==> config.mk <==
export PLATFORM = sky130hd
export DESIGN_NAME = gptimer64
export DESIGN_NICKNAME = d
export VERILOG_FILES = /design/src/rtl/tmr_pkg.sv /design/src/rtl/tmr_prescale.sv /design/src/rtl/tmr_half.sv /design/src/rtl/tmr_regs.sv /design/src/rtl/gptimer64.sv
export SDC_FILE = /design/constraint.sdc
export NUM_CORES = 1
export LEC_CHECK = 0
export BUFFER_PORTS_ARGS = -buffer_cell sky130_fd_sc_hd__buf_2
export CORE_MARGIN = 5
export CORE_UTILIZATION = 40
export CTS_CLUSTER_SIZE = 14
export DETAILED_ROUTE_END_ITERATION = 10
export GPL_TIMING_DRIVEN = 0
export SKIP_CTS_REPAIR_TIMING = 1
export SLEW_MARGIN = 10
export SYNTH_ARGS = -nofsm -noshare
export SYNTH_HDL_FRONTEND = slang
export SYNTH_HIERARCHICAL = 1
export SYNTH_SLANG_ARGS = --single-unit
==> constraint.sdc <==
create_clock -name clk -period 4.68 [get_ports clk]
set_clock_uncertainty 0.1 [all_clocks]
set_input_delay 0 -clock clk [delete_from_list [all_inputs] [get_ports clk]]
set_output_delay 0 -clock clk [all_outputs]
set_load 0.01 [all_outputs]
==> src/rtl/tmr_pkg.sv <==
package tmr_pkg;
  localparam int AW = 6;

  localparam logic [AW-1:0] OFS_CLK    = 6'h04;
  localparam logic [AW-1:0] OFS_CNT_LO = 6'h10;
  localparam logic [AW-1:0] OFS_CNT_HI = 6'h14;
  localparam logic [AW-1:0] OFS_PRD_LO = 6'h18;
  localparam logic [AW-1:0] OFS_PRD_HI = 6'h1C;
  localparam logic [AW-1:0] OFS_CTL    = 6'h20;
  localparam logic [AW-1:0] OFS_GCTL   = 6'h24;
  localparam logic [AW-1:0] OFS_WDOG   = 6'h28;

  localparam int DIV_LSB    = 16;
  localparam int EN_LO_LSB  = 6;
  localparam int EN_HI_LSB  = 22;
  localparam int IEN_BIT    = 9;
  localparam int MODE_LSB   = 2;

  typedef enum logic [1:0] {
    MODE_WIDE    = 2'b00,
    MODE_SPLIT   = 2'b01,
    MODE_WDOG    = 2'b10,
    MODE_CASCADE = 2'b11
  } tmode_e;

  typedef enum logic [1:0] {
    EN_OFF  = 2'b00,
    EN_ONCE = 2'b01,
    EN_RUN  = 2'b10,
    EN_RSV  = 2'b11
  } enmode_e;
endpackage

==> src/rtl/tmr_prescale.sv <==
module tmr_prescale #(
  parameter int DIV_W = 4
) (
  input  logic             clk,
  input  logic             rst_n,
  input  logic [DIV_W-1:0] div,
  input  logic             restart,
  output logic             tick
);
  logic [DIV_W-1:0] phase;
  logic [DIV_W-1:0] div_eff;

  assign div_eff = (div == '0) ? DIV_W'(1) : div;
  assign tick    = (phase >= div_eff - DIV_W'(1));

  always_ff @(posedge clk or negedge rst_n) begin
    if (!rst_n)       phase <= '0;
    else if (restart) phase <= '0;
    else if (tick)    phase <= '0;
    else              phase <= phase + DIV_W'(1);
  end
endmodule

==> src/rtl/tmr_half.sv <==
module tmr_half #(
  parameter int W = 32
) (
  input  logic         clk,
  input  logic         rst_n,
  input  logic         hold,
  input  logic         ld,
  input  logic [W-1:0] ld_val,
  input  logic         inc,
  input  logic         clr,
  input  logic [W-1:0] prd,
  output logic [W-1:0] cnt,
  output logic         hit,
  output logic         full
);
  always_ff @(posedge clk or negedge rst_n) begin
    if (!rst_n)    cnt <= '0;
    else if (hold) cnt <= '0;
    else if (ld)   cnt <= ld_val;
    else if (inc)  cnt <= clr ? '0 : cnt + W'(1);
  end

  assign hit  = (cnt == prd);
  assign full = &cnt;
endmodule

==> src/rtl/tmr_regs.sv <==
module tmr_regs
  import tmr_pkg::*;
#(
  parameter int DW    = 32,
  parameter int DIV_W = 4
) (
  input  logic             clk,
  input  logic             rst_n,
  input  logic             we,
  input  logic [AW-1:0]    addr,
  input  logic [DW-1:0]    wdata,
  input  logic             once_lo,
  input  logic             once_hi,
  output logic [DW-1:0]    emu_q,
  output logic [DW-1:0]    ctl_q,
  output logic [DW-1:0]    gctl_q,
  output logic [DW-1:0]    wdog_q,
  output logic [DW-1:0]    prd_lo,
  output logic [DW-1:0]    prd_hi,
  output logic [DIV_W-1:0] div,
  output logic             div_wr
);
  localparam logic [DW-1:0] CTL_KEEP  = DW'(32'h00F0_03F0);
  localparam logic [DW-1:0] GCTL_KEEP = DW'(32'h0000_FF0F);
  localparam logic [DW-1:0] EMU_KEEP  = DW'({DIV_W{1'b1}}) << DIV_LSB;

  assign div    = emu_q[DIV_LSB +: DIV_W];
  assign div_wr = we && (addr == OFS_CLK);

  always_ff @(posedge clk or negedge rst_n) begin
    if (!rst_n) begin
      emu_q  <= '0;
      ctl_q  <= '0;
      gctl_q <= '0;
      wdog_q <= '0;
      prd_lo <= '0;
      prd_hi <= '0;
    end else begin
      if (div_wr)                          emu_q  <= wdata & EMU_KEEP;
      if (we && addr == OFS_GCTL)          gctl_q <= wdata & GCTL_KEEP;
      if (we && addr == OFS_WDOG)          wdog_q <= wdata;
      if (we && addr == OFS_PRD_LO)        prd_lo <= wdata;
      if (we && addr == OFS_PRD_HI)        prd_hi <= wdata;
      if (we && addr == OFS_CTL) begin
        ctl_q <= wdata & CTL_KEEP;
      end else begin
        if (once_lo) ctl_q[EN_LO_LSB +: 2] <= EN_OFF;
        if (once_hi) ctl_q[EN_HI_LSB +: 2] <= EN_OFF;
      end
    end
  end
endmodule

==> src/rtl/gptimer64.sv <==
module gptimer64
  import tmr_pkg::*;
#(
  parameter int DW    = 32,
  parameter int DIV_W = 4
) (
  input  logic          clk,
  input  logic          rst_n,
  input  logic          bus_we,
  input  logic [AW-1:0] bus_addr,
  input  logic [DW-1:0] bus_wdata,
  output logic [DW-1:0] bus_rdata,
  output logic          evt_lo,
  output logic          irq_lo,
  output logic          irq_hi
);
  logic [DW-1:0]    emu_q, ctl_q, gctl_q, wdog_q, prd_lo, prd_hi;
  logic [DW-1:0]    cnt_lo, cnt_hi;
  logic [DIV_W-1:0] div;
  logic             div_wr, tick;
  logic             hit_lo, hit_hi, full_lo, full_hi;
  logic             hold_lo, hold_hi, inc_lo, inc_hi, clr_lo, clr_hi;
  logic             ev_lo, ev_hi, once_lo, once_hi;
  logic             run_lo, run_hi;
  logic [1:0]       rs;
  tmode_e           mode;
  enmode_e          en_lo, en_hi;

  tmr_regs #(.DW(DW), .DIV_W(DIV_W)) u_regs (
    .clk(clk), .rst_n(rst_n), .we(bus_we), .addr(bus_addr), .wdata(bus_wdata),
    .once_lo(once_lo), .once_hi(once_hi),
    .emu_q(emu_q), .ctl_q(ctl_q), .gctl_q(gctl_q), .wdog_q(wdog_q),
    .prd_lo(prd_lo), .prd_hi(prd_hi), .div(div), .div_wr(div_wr)
  );

  tmr_prescale #(.DIV_W(DIV_W)) u_pre (
    .clk(clk), .rst_n(rst_n), .div(div), .restart(div_wr), .tick(tick)
  );

  tmr_half #(.W(DW)) u_lo (
    .clk(clk), .rst_n(rst_n), .hold(hold_lo),
    .ld(bus_we && bus_addr == OFS_CNT_LO), .ld_val(bus_wdata),
    .inc(inc_lo), .clr(clr_lo), .prd(prd_lo),
    .cnt(cnt_lo), .hit(hit_lo), .full(full_lo)
  );

  tmr_half #(.W(DW)) u_hi (
    .clk(clk), .rst_n(rst_n), .hold(hold_hi),
    .ld(bus_we && bus_addr == OFS_CNT_HI), .ld_val(bus_wdata),
    .inc(inc_hi), .clr(clr_hi), .prd(prd_hi),
    .cnt(cnt_hi), .hit(hit_hi), .full(full_hi)
  );

  assign mode   = tmode_e'(gctl_q[MODE_LSB +: 2]);
  assign rs     = gctl_q[1:0];
  assign en_lo  = enmode_e'(ctl_q[EN_LO_LSB +: 2]);
  assign en_hi  = enmode_e'(ctl_q[EN_HI_LSB +: 2]);
  assign run_lo = (en_lo != EN_OFF);
  assign run_hi = (en_hi != EN_OFF);

  always_comb begin
    hold_lo = !rs[0];
    hold_hi = !rs[1];
    inc_lo  = 1'b0;
    inc_hi  = 1'b0;
    clr_lo  = 1'b0;
    clr_hi  = 1'b0;
    ev_lo   = 1'b0;
    ev_hi   = 1'b0;
    unique case (mode)
      MODE_SPLIT: begin
        inc_lo = tick && run_lo;
        clr_lo = hit_lo;
        inc_hi = tick && run_hi;
        clr_hi = hit_hi;
        ev_lo  = inc_lo && hit_lo && !hold_lo;
        ev_hi  = inc_hi && hit_hi && !hold_hi;
      end
      MODE_CASCADE: begin
        inc_hi = tick && run_lo;
        clr_hi = hit_hi;
        inc_lo = inc_hi && hit_hi && !hold_hi;
        clr_lo = hit_lo;
        ev_lo  = inc_lo && hit_lo && !hold_lo;
      end
      default: begin
        hold_lo = (rs != 2'b11);
        hold_hi = hold_lo;
        inc_lo  = tick && run_lo;
        clr_lo  = hit_lo && hit_hi;
        inc_hi  = inc_lo && (full_lo || clr_lo);
        clr_hi  = clr_lo;
        ev_lo   = inc_lo && clr_lo && !hold_lo;
      end
    endcase
  end

  assign once_lo = ev_lo && (en_lo == EN_ONCE);
  assign once_hi = ev_hi && (en_hi == EN_ONCE);

  always_ff @(posedge clk or negedge rst_n) begin
    if (!rst_n) begin
      evt_lo <= 1'b0;
      irq_lo <= 1'b0;
      irq_hi <= 1'b0;
    end else begin
      evt_lo <= ev_lo;
      irq_lo <= ev_lo && ctl_q[IEN_BIT];
      irq_hi <= ev_hi;
    end
  end

  always_comb begin
    unique case (bus_addr)
      OFS_CLK:    bus_rdata = emu_q;
      OFS_CNT_LO: bus_rdata = cnt_lo;
      OFS_CNT_HI: bus_rdata = cnt_hi;
      OFS_PRD_LO: bus_rdata = prd_lo;
      OFS_PRD_HI: bus_rdata = prd_hi;
      OFS_CTL:    bus_rdata = ctl_q | DW'(evt_lo);
      OFS_GCTL:   bus_rdata = gctl_q;
      OFS_WDOG:   bus_rdata = wdog_q;
      default:    bus_rdata = '0;
    endcase
  end
endmodule

==> results.py, run 1 <==
metrics = {
    "run_status": {
        "outcome": "finished, final reports clean",
    },
    "critical_path": {
        "criticalPathCategory": "flip-flop to flip-flop",
        "cp_slowest_cell": "clkbuf_1",
        "cp_cell_sequence": "or2_2 -> nor3b_1 -> a21oi_1 -> ha_1 -> o211ai_1 -> a21oi_2 -> nand2b_1 -> o21ai_0 -> o31ai_2 -> buf_2 -> nand2b_1 -> nor3_2 -> clkbuf_1 -> a21oi_1 -> o22ai_1",
        "r2r_slack_ns": 0.23,
        "end_kind": "flip-flop",
        "reg2regPathDepth": 15,
        "crit_family": "compound AO/OA/AOI/OAI gates",
        "worst-path-buf-inv": 2,
        "worstPathArrival_ns": 4.72,
        "crit_path_max_incr_delay_ns": 0.47,
        "worstReg2RegEnd": "u_hi/cnt[3]$_DFFE_PN0P_",
        "r2r_start": "u_regs/emu_q[16]$_DFFE_PN0P_",
        "crit_fanout": 10,
        "startpoint_type": "flip-flop",
        "crit_required_ns": 4.95,
    },
    "global_route": {
        "grt_pass1_vias": 10500,
        "grt_usage_pct": 23.7,
        "grt_max_degree": 100,
        "overflow": 0,
        "antenna_found_initial": 2,
        "grt_pass1_wl_um": 65100,
    },
    "die": {
        "start_util_pct": 40.2,
        "num_rows": 66,
        "boundaryPins": 76,
        "fp.dieW_um": 190,
        "die_h_um": 190,
        "dieArea_mm2": 0.0362,
        "coreArea_mm2": 0.0323,
    },
    "sta": {
        "period_share_pct": 95.0,
        "hold_viol_final": 0,
        "setup_viol": 0,
        "slew_violations": 0,
        "rsz0062_at_grt": "no",
        "slew_headroom_pct": 40.3,
        "worst_pin_slew_ns": 0.896,
        "period_needed_ns": 4.45,
        "max_freq_mhz": 225,
    },
    "cells_and_area": {
        "drive_gt1_share_pct": 26.7,
        "finalNonFillerCells": 1903,
        "final_util_pct": 46.9,
        "antennaDiodeCount": 0,
        "syn_to_final_growth_pct": 16.6,
        "nNetsFinal": 1495,
    },
    "clock_tree": {
        "ctsLongestPathBuffers": 2,
        "clock_sinks": 193,
        "clock_latency_ns": 0.45,
        "numCtsBuffers": 17,
        "h-tree-depth": 4,
        "cts_tree": "built",
        "clkSlewWorstSetupHoldPaths_ns": 0.08,
        "cts_root_buf": "clkbuf_16",
    },
    "place": {
        "dpl.hpwl_um": 33300,
        "numPortBuffers": 75,
        "post-place-cells": 1838,
        "gp_congestion": 0.933,
    },
    "synthesis": {
        "yosysWarnings": 6,
        "syn_inst": 1251,
        "syn_avg_cell_area_um2": 10.4,
        "syn_area_mm2": 0.0130,
    },
    "pwr": {
        "p_leak_nw": 7.22,
        "finalPower_w": 0.00429,
        "power.density_mw_per_mm2": 283,
        "vdd_ir_drop_max_mv": 0.258,
    },
    "min_path": {
        "hold_class": "input pin to flip-flop",
        "holdPathEnd": "u_regs/gctl_q[15]$_DFFE_PN0P_",
        "hp-start": "bus_addr[4]",
        "min_path_cells": 3,
    },
    "job": {
        "max-cap-violations": 0,
    },
    "routing": {
        "vias_per_cell": 5.71,
        "antenna_left": 0,
        "drt_iter0_markers": 893,
        "wl_per_cell_um": 22.9,
        "dr.pass1.iters": 5,
        "postRouteWirelength_um": 43600,
        "drc": 0,
        "via_count": 10900,
    },
}
[per-stage QoR]
stage / setup TNS (ns) / cell area [µm²] / hold slack (ns) / setup slack (ns)
after floorplan: 0 / 13200 / -0.396 / 1.36
after global placement: 0 / 14200 / 0.245 / 0.0171
after detailed placement: 0 / 14200 / -0.00141 / 0.0299
after CTS: -0.107 / 14800 / -0.480 / -0.0380
after global routing: 0 / 15100 / 0.0151 / 0.0642
final: 0 / 15100 / 0.00374 / 0.232
[cell usage in the layout, fill, tap and decap left out, types with 5 or more instances in the layout]
master,instances
dfrtp_1,193
mux2_2,118
buf_2,93
buf_4,87
nand2_1,73
conb_1,70
xor2_1,69
o21ai_0,59
clkbuf_1,48
mux2i_1,43
nand4_1,37
nor2_1,33
dlygate4sd3_1,33
and2_1,32
nor3_1,31
a221o_1,31
nor4_1,31
o21ai_1,26
mux4_2,25
nand3b_1,23
and3_1,23
nand3_1,23
a22oi_1,22
a21oi_1,21
clkbuf_16,17
nor2b_1,14
or3_1,11
xnor2_1,11
inv_1,9
a31oi_1,9
nand2b_1,8
mux4_1,7
nor4_2,7
a211oi_1,6
nand4b_1,6
ha_1,6
clkinvlp_4,5
and4_1,5
buf_1,5
[flip-flops by register name, indices dropped and copies added (netlist names), 4 cells and up]
register / count
u_regs/emu_q: 4
u_regs/prd_hi: 32
u_pre/phase: 4
u_regs/ctl_q: 10
u_hi/cnt: 32
u_regs/prd_lo: 32
u_regs/gctl_q: 12
u_lo/cnt: 32
u_regs/wdog_q: 32
[worst min-delay path, delay by kind of cell]
kind	cells	cell delay (ns)
buf+inv	1	0.19
mux	1	0.22
simple gates	1	0.12
[metal layers]
| layer | track usage [%] | share of wire (%) | wire, µm |
|---|---|---|---|
| met5 | 0 | 0.046 | 20 |
| met4 | 5.58 | 2.0 | 852 |
| met3 | 4.15 | 6.1 | 2680 |
| met2 | 39.3 | 47 | 20700 |
| met1 | 32.7 | 44 | 19400 |
[how the worst max path moves through the flow]
| stage | from | endpoint | slack (ns) | depth (start not counted) |
|---|---|---|---|---|
| after floorplan | u_regs/emu_q[16]$_DFFE_PN0P_ | u_hi/cnt[19]$_DFFE_PN0P_ | 1.36 | 15 |
| after global placement | rst_n | u_hi/cnt[26]$_DFFE_PN0P_ | 0.02 | 1 |
| after detailed placement | u_regs/emu_q[16]$_DFFE_PN0P_ | u_hi/cnt[21]$_DFFE_PN0P_ | 0.03 | 16 |
| after CTS | u_regs/emu_q[16]$_DFFE_PN0P_ | u_hi/cnt[21]$_DFFE_PN0P_ | -0.04 | 16 |
| after global routing | u_regs/emu_q[16]$_DFFE_PN0P_ | u_hi/cnt[10]$_DFFE_PN0P_ | 0.06 | 16 |
| final | u_regs/emu_q[16]$_DFFE_PN0P_ | u_hi/cnt[3]$_DFFE_PN0P_ | 0.23 | 15 |
[where the power goes]
part,switching [W],total [W],internal (W)
registers,0.000128,0.00195,0.00182
clock network,0.000719,0.00153,0.000813
logic,0.000431,0.000808,0.000377
total,0.00128,0.00429,0.00301
[area by class of cell]
type,count,area (µm²)
tap,442,553
timing repair buffer,109,743
multi-input combinational,955,7380
inverter,9,33.8
sequential,193,4830
buffer,163,1000
clock inverter,13,153
clock buffer,19,443
fill,3045,17100
(Power assumes the default switching activity.)
==> run 2, diff against run 1 <==
Settings changed: CELL_PAD_IN_SITES_DETAIL_PLACEMENT set to 1, CELL_PAD_IN_SITES_GLOBAL_PLACEMENT set to 2, PLACE_DENSITY_LB_ADDON set to 0.1.
==> run 2 against run 1 <==
Net effect:
- register-to-register slack better by 0.11 ns
- first-iteration DRC count is 25% lower
- via count is 0.42% lower
- combinational power is 3.5% higher
- final area is 0.38% higher
- utilization is 0.18 points higher
- cell count is 0.21% higher
- setup slack better by 0.11 ns
- critical path depth is 1 higher
- sequential power hardly changed
- non-clock buffer count is 3 higher
- sequential share of layout area is 0.12 points lower
- highest routed layer is now met4
==> results.py, run 2 (synthesis gave the netlist of run 1 again) <==
metrics = {
    "die": {
        "dieArea_mm2": 0.0362,
        "boundaryPins": 76,
        "num_rows": 66,
        "start_util_pct": 40.2,
        "die_h_um": 190,
        "coreArea_mm2": 0.0323,
        "fp.dieW_um": 190,
    },
    "critical_path": {
        "crit_path_max_incr_delay_ns": 0.45,
        "crit_path_frequent_cell": "o21ai_0",
        "crit_fanout": 10,
        "worstPathArrival_ns": 4.59,
        "criticalPathCategory": "flip-flop to flip-flop",
        "startpoint": "u_regs/emu_q[16]$_DFFE_PN0P_",
        "cp_cell_sequence": "or2_2 -> nor3b_1 -> a21oi_1 -> ha_1 -> o211ai_1 -> a21oi_2 -> nand2b_2 -> o21ai_0 -> o31ai_2 -> buf_2 -> nand2b_1 -> or3_1 -> clkbuf_1 -> a31oi_1 -> o21ai_0 -> o21ai_0",
        "crit_required_ns": 4.94,
        "r2r_start": "u_regs/emu_q[16]$_DFFE_PN0P_",
        "end_kind": "flip-flop",
        "startpoint_type": "flip-flop",
        "crit_family": "compound AO/OA/AOI/OAI gates",
        "worst-path-buf-inv": 2,
        "cp_slowest_cell": "o31ai_2",
    },
    "clock_tree": {
        "h-tree-depth": 4,
        "clkSlewWorstSetupHoldPaths_ns": 0.08,
        "numCtsBuffers": 17,
        "cts_tree": "built",
        "cts_root_buf": "clkbuf_16",
        "clock_sinks": 193,
        "clock_latency_ns": 0.45,
        "ctsLongestPathBuffers": 2,
    },
    "routing": {
        "postRouteWirelength_um": 47800,
        "drc": 0,
        "drt_iter0_markers": 668,
        "wl_per_cell_um": 25.1,
        "antenna_left": 0,
        "via_count": 10800,
        "vias_per_cell": 5.67,
        "dr.pass1.iters": 6,
    },
    "sta": {
        "period_share_pct": 92.6,
        "period_needed_ns": 4.34,
        "worst_pin_slew_ns": 0.980,
        "hold_viol_final": 0,
        "setup_viol": 0,
        "slew_headroom_pct": 34.7,
        "slew_violations": 0,
        "max_freq_mhz": 231,
        "rsz0062_at_grt": "no",
    },
    "cells_and_area": {
        "regArea_mm2": 0.00483,
        "final_cell_mix": "dfrtp_1, mux2_2, buf_2, buf_4, nand2_1",
        "final_util_pct": 47.1,
        "drive_gt1_share_pct": 27.0,
        "syn_to_final_growth_pct": 17.1,
        "nNetsFinal": 1498,
        "finalNonFillerCells": 1907,
        "layout_commonest_cell": "dfrtp_1",
        "multi_input_area_mm2": 0.00739,
        "fillers": 3628,
    },
    "place": {
        "post-place-cells": 1839,
        "gp_congestion": 0.894,
        "numPortBuffers": 75,
        "dpl.hpwl_um": 37000,
    },
    "run_status": {
        "outcome": "finished, final reports clean",
    },
    "global_route": {
        "grt_pass1_wl_um": 71300,
        "grt_pass1_vias": 11100,
        "grt_usage_pct": 26.4,
        "antenna_found_initial": 5,
        "overflow": 0,
        "grt_max_degree": 85,
    },
    "pwr": {
        "p_int_w": 0.00297,
        "p_sw_w": 0.00134,
        "pwr-share-seq_pct": 45.2,
        "pwr-share-clk_pct": 35.4,
        "p_leak_nw": 7.26,
        "vdd_ir_drop_max_mv": 0.228,
        "netSwitchingFraction_pct": 31.1,
        "pwr-share-comb_pct": 19.4,
        "power.density_mw_per_mm2": 284,
    },
    "job": {
        "max-cap-violations": 0,
    },
    "min_path": {
        "hp-start": "bus_addr[4]",
        "hold_class": "input pin to flip-flop",
    },
}
-- run 2: layer usage --
metal	part of all wire (%)	routed length, µm	track usage (%)	vias to the layer above
li1	-	-	-	4927
met1	46	21800	36.7	5596
met2	49	23200	44.1	251
met3	3.9	1850	3.08	43
met4	2.1	990	6.80	0
met5	0	0	0	-
-- run 2: worst min-delay path, stage by stage --
cell,delay (ns)
buf_2,0.20
nor4_2,0.12
mux2_2,0.22
-- run 2: area by class of cell --
cell class                 count  share of cell area, %
tap                          442                   3.64
sequential                   193                   31.8
antenna                        1                 0.0165
buffer                       163                   6.61
multi-input combinational    955                   48.6
inverter                       9                  0.222
timing repair buffer         112                   5.27
clock inverter                14                  0.955
clock buffer                  18                   2.89
-- run 2: power groups by stage --
stage	clock [W]	combinational (W)	sequential (W)
CTS	0.00157	0.000806	0.00195
global route	0.00163	0.000911	0.00197
finish	0.00152	0.000836	0.00195
global placement	0	0.000782	0.00197
detailed placement	0	0.000803	0.00198
floorplan	0	0.000513	0.00193
-- run 2: path summary, 6_finish.rpt --
path | endpoint | slack [ns] | cells after the start
worst max-delay path | u_hi/cnt[10]$_DFFE_PN0P_ | 0.34 | 16
worst min-delay path | u_regs/gctl_q[0]$_DFFE_PN0P_ | 0.03 | 3
worst max register to register | u_hi/cnt[10]$_DFFE_PN0P_ | 0.34 | 16
worst min register to register | u_regs/wdog_q[3]$_DFFE_PN0P_ | 0.41 | 1
max in group asynchronous | u_hi/cnt[27]$_DFFE_PN0P_ | 3.11 | 5
min in group asynchronous | u_regs/wdog_q[9]$_DFFE_PN0P_ | 0.52 | 4
-- run 2: through the flow --
step / setup TNS, ns / power, W / setup WS [ns] / hold slack, ns / instance area (µm²)
2_1_floorplan: 0 / 0.00245 / 1.36 / -0.396 / 13200
3_3_place_gp: -14.93 / 0.00275 / -0.104 / 0.244 / 14200
3_5_place_dp: -0.648 / 0.00278 / -0.110 / -0.213 / 14200
4_1_cts: -1.09 / 0.00432 / -0.157 / -0.703 / 14800
5_1_grt: 0 / 0.00451 / 0.0380 / 0.0195 / 15200
6_report: 0 / 0.00431 / 0.345 / 0.0272 / 15200
==> run 3, diff against run 2 <==
Settings changed: CORE_ASPECT_RATIO set to 1.4.
==> run 3 against run 2 <==
Net effect:
- combinational power hardly changed
- via count is 0.57% higher
- critical path depth is 1 lower
- clock power is 3% higher
- utilization is 0.15 points lower
- die area is 0.14% higher
==> results.py, run 3 (synthesis gave the netlist of run 1 again) <==
metrics = {
    "run_status": {
        "outcome": "finished, final reports clean",
    },
    "place": {
        "pre_cts_ws_ns": -0.218,
        "gp_congestion": 0.883,
        "numPortBuffers": 75,
        "dpl.hpwl_um": 37500,
    },
    "sta": {
        "rsz0062_at_grt": "yes",
        "setup_tns_ns": 0,
        "slew_headroom_pct": 34.3,
        "period_share_pct": 96.0,
        "timing.hold.ws_ns": 0.0339,
        "setup_viol": 0,
        "worst_pin_slew_ns": 0.985,
        "max_freq_mhz": 223,
        "hold_viol_final": 0,
        "period_needed_ns": 4.49,
        "slew_violations": 0,
        "setup_slack_ns": 0.189,
    },
    "critical_path": {
        "crit_family": "simple AND/OR/NAND/NOR gates",
        "cp_cell_sequence": "or2_2 -> nor3b_1 -> a21oi_1 -> ha_1 -> o211ai_1 -> a21oi_2 -> nand2b_1 -> o21ai_0 -> o31ai_2 -> buf_2 -> nand2b_1 -> or3_1 -> clkbuf_1 -> nor4b_1 -> a211o_1",
        "end_kind": "flip-flop",
        "worst-path-buf-inv": 2,
        "crit_fanout": 10,
        "crit_required_ns": 4.98,
        "crit_path_max_incr_delay_ns": 0.44,
        "startpoint_type": "flip-flop",
        "cp_slowest_cell": "dfrtp_1",
        "crit_path_frequent_cell": "nand2b_1",
        "criticalPathCategory": "flip-flop to flip-flop",
        "worstPathArrival_ns": 4.79,
    },
    "routing": {
        "highest_layer": "met4",
        "drt_iter0_markers": 544,
        "antenna_left": 0,
        "wl_met2_um": 24700,
        "drc": 0,
        "dr.pass1.iters": 4,
        "wl_met3_um": 1540,
        "postRouteWirelength_um": 48300,
        "via_count": 10900,
        "wl_per_cell_um": 26.0,
        "vias_per_cell": 5.86,
        "met1_length_um": 19800,
    },
    "die": {
        "die_h_um": 223,
        "coreArea_mm2": 0.0322,
        "start_util_pct": 40.3,
        "boundaryPins": 76,
        "dieArea_mm2": 0.0362,
        "fp.dieW_um": 162,
        "num_rows": 78,
    },
    "pwr": {
        "power.density_mw_per_mm2": 288,
        "p_leak_nw": 7.24,
        "vdd_ir_drop_max_mv": 0.173,
    },
    "clock_tree": {
        "clock_sinks": 193,
        "h-tree-depth": 4,
        "ctsLongestPathBuffers": 2,
        "clkSlewWorstSetupHoldPaths_ns": 0.07,
        "cts_tree": "built",
        "numCtsBuffers": 17,
        "cts_root_buf": "clkbuf_16",
        "clock_latency_ns": 0.46,
    },
    "global_route": {
        "grt_usage_pct": 26.6,
        "grt_pass1_wl_um": 71600,
        "overflow": 0,
        "grt_pass1_vias": 11400,
        "antenna_found_initial": 1,
        "grt_max_degree": 102,
    },
    "min_path": {
        "hold_class": "input pin to flip-flop",
    },
    "cells_and_area": {
        "nNetsFinal": 1496,
        "syn_to_final_growth_pct": 16.4,
        "final_cell_mix": "dfrtp_1, mux2_2, buf_2, buf_4, nand2_1",
        "drive_gt1_share_pct": 26.5,
        "antennaDiodeCount": 0,
        "layout_commonest_cell": "dfrtp_1",
        "final_util_pct": 46.9,
    },
    "job": {
        "max-cap-violations": 0,
    },
}
-- run 3: worst paths after layout --
kind,cells past startpoint,slack [ns],startpoint,end
worst min register to register,1,0.41,u_regs/wdog_q[3]$_DFFE_PN0P_,u_regs/wdog_q[3]$_DFFE_PN0P_
max in group asynchronous,3,3.37,rst_n,u_regs/prd_lo[29]$_DFFE_PN0P_
min in group asynchronous,2,0.08,rst_n,u_regs/wdog_q[5]$_DFFE_PN0P_
worst min-delay path,4,0.03,bus_addr[2],u_regs/wdog_q[18]$_DFFE_PN0P_
worst max-delay path,15,0.19,u_regs/emu_q[16]$_DFFE_PN0P_,u_hi/cnt[19]$_DFFE_PN0P_
worst max register to register,15,0.19,u_regs/emu_q[16]$_DFFE_PN0P_,u_hi/cnt[19]$_DFFE_PN0P_
-- run 3: metal layers --
metal / up-vias / global-route usage, %
met2: 255 / 46.5
met5: - / 0
li1: 4917 / -
met3: 84 / 3.44
met1: 5623 / 32.6
met4: 0 / 11.8
-- run 3: layout make-up --
cell class                      instances  area (µm²)
Tap cell                              400         500
Clock buffer                           22         454
Clock inverter                          6         134
Multi-Input combinational cell        955        7400
Buffer                                163        1010
Fill cell                            3647       17100
Inverter                                9        33.8
Timing Repair Buffer                  110         753
Sequential cell                       193        4830
-- run 3: tightest hold or removal path, cell delays in order --
cell	delay [ns]
buf_2	0.12
nor4bb_1	0.08
nand2_1	0.17
mux2_2	0.18
-- run 3: power by group --
group          switching [W]  total (W)  internal [W]
Sequential          0.000128    0.00195       0.00182
Combinational       0.000459   0.000838      0.000378
Clock               0.000668    0.00157      0.000898
Total                0.00126    0.00435       0.00309
-- run 3: per-stage QoR --
step	std cells	total power [W]	instance area, µm²
5_1_grt	1858	0.00453	15100
4_1_cts	1824	0.00436	14700
6_report	1858	0.00435	15100
3_5_place_dp	1796	0.00279	14200
3_3_place_gp	1795	0.00276	14100
2_1_floorplan	1320	0.00245	13200
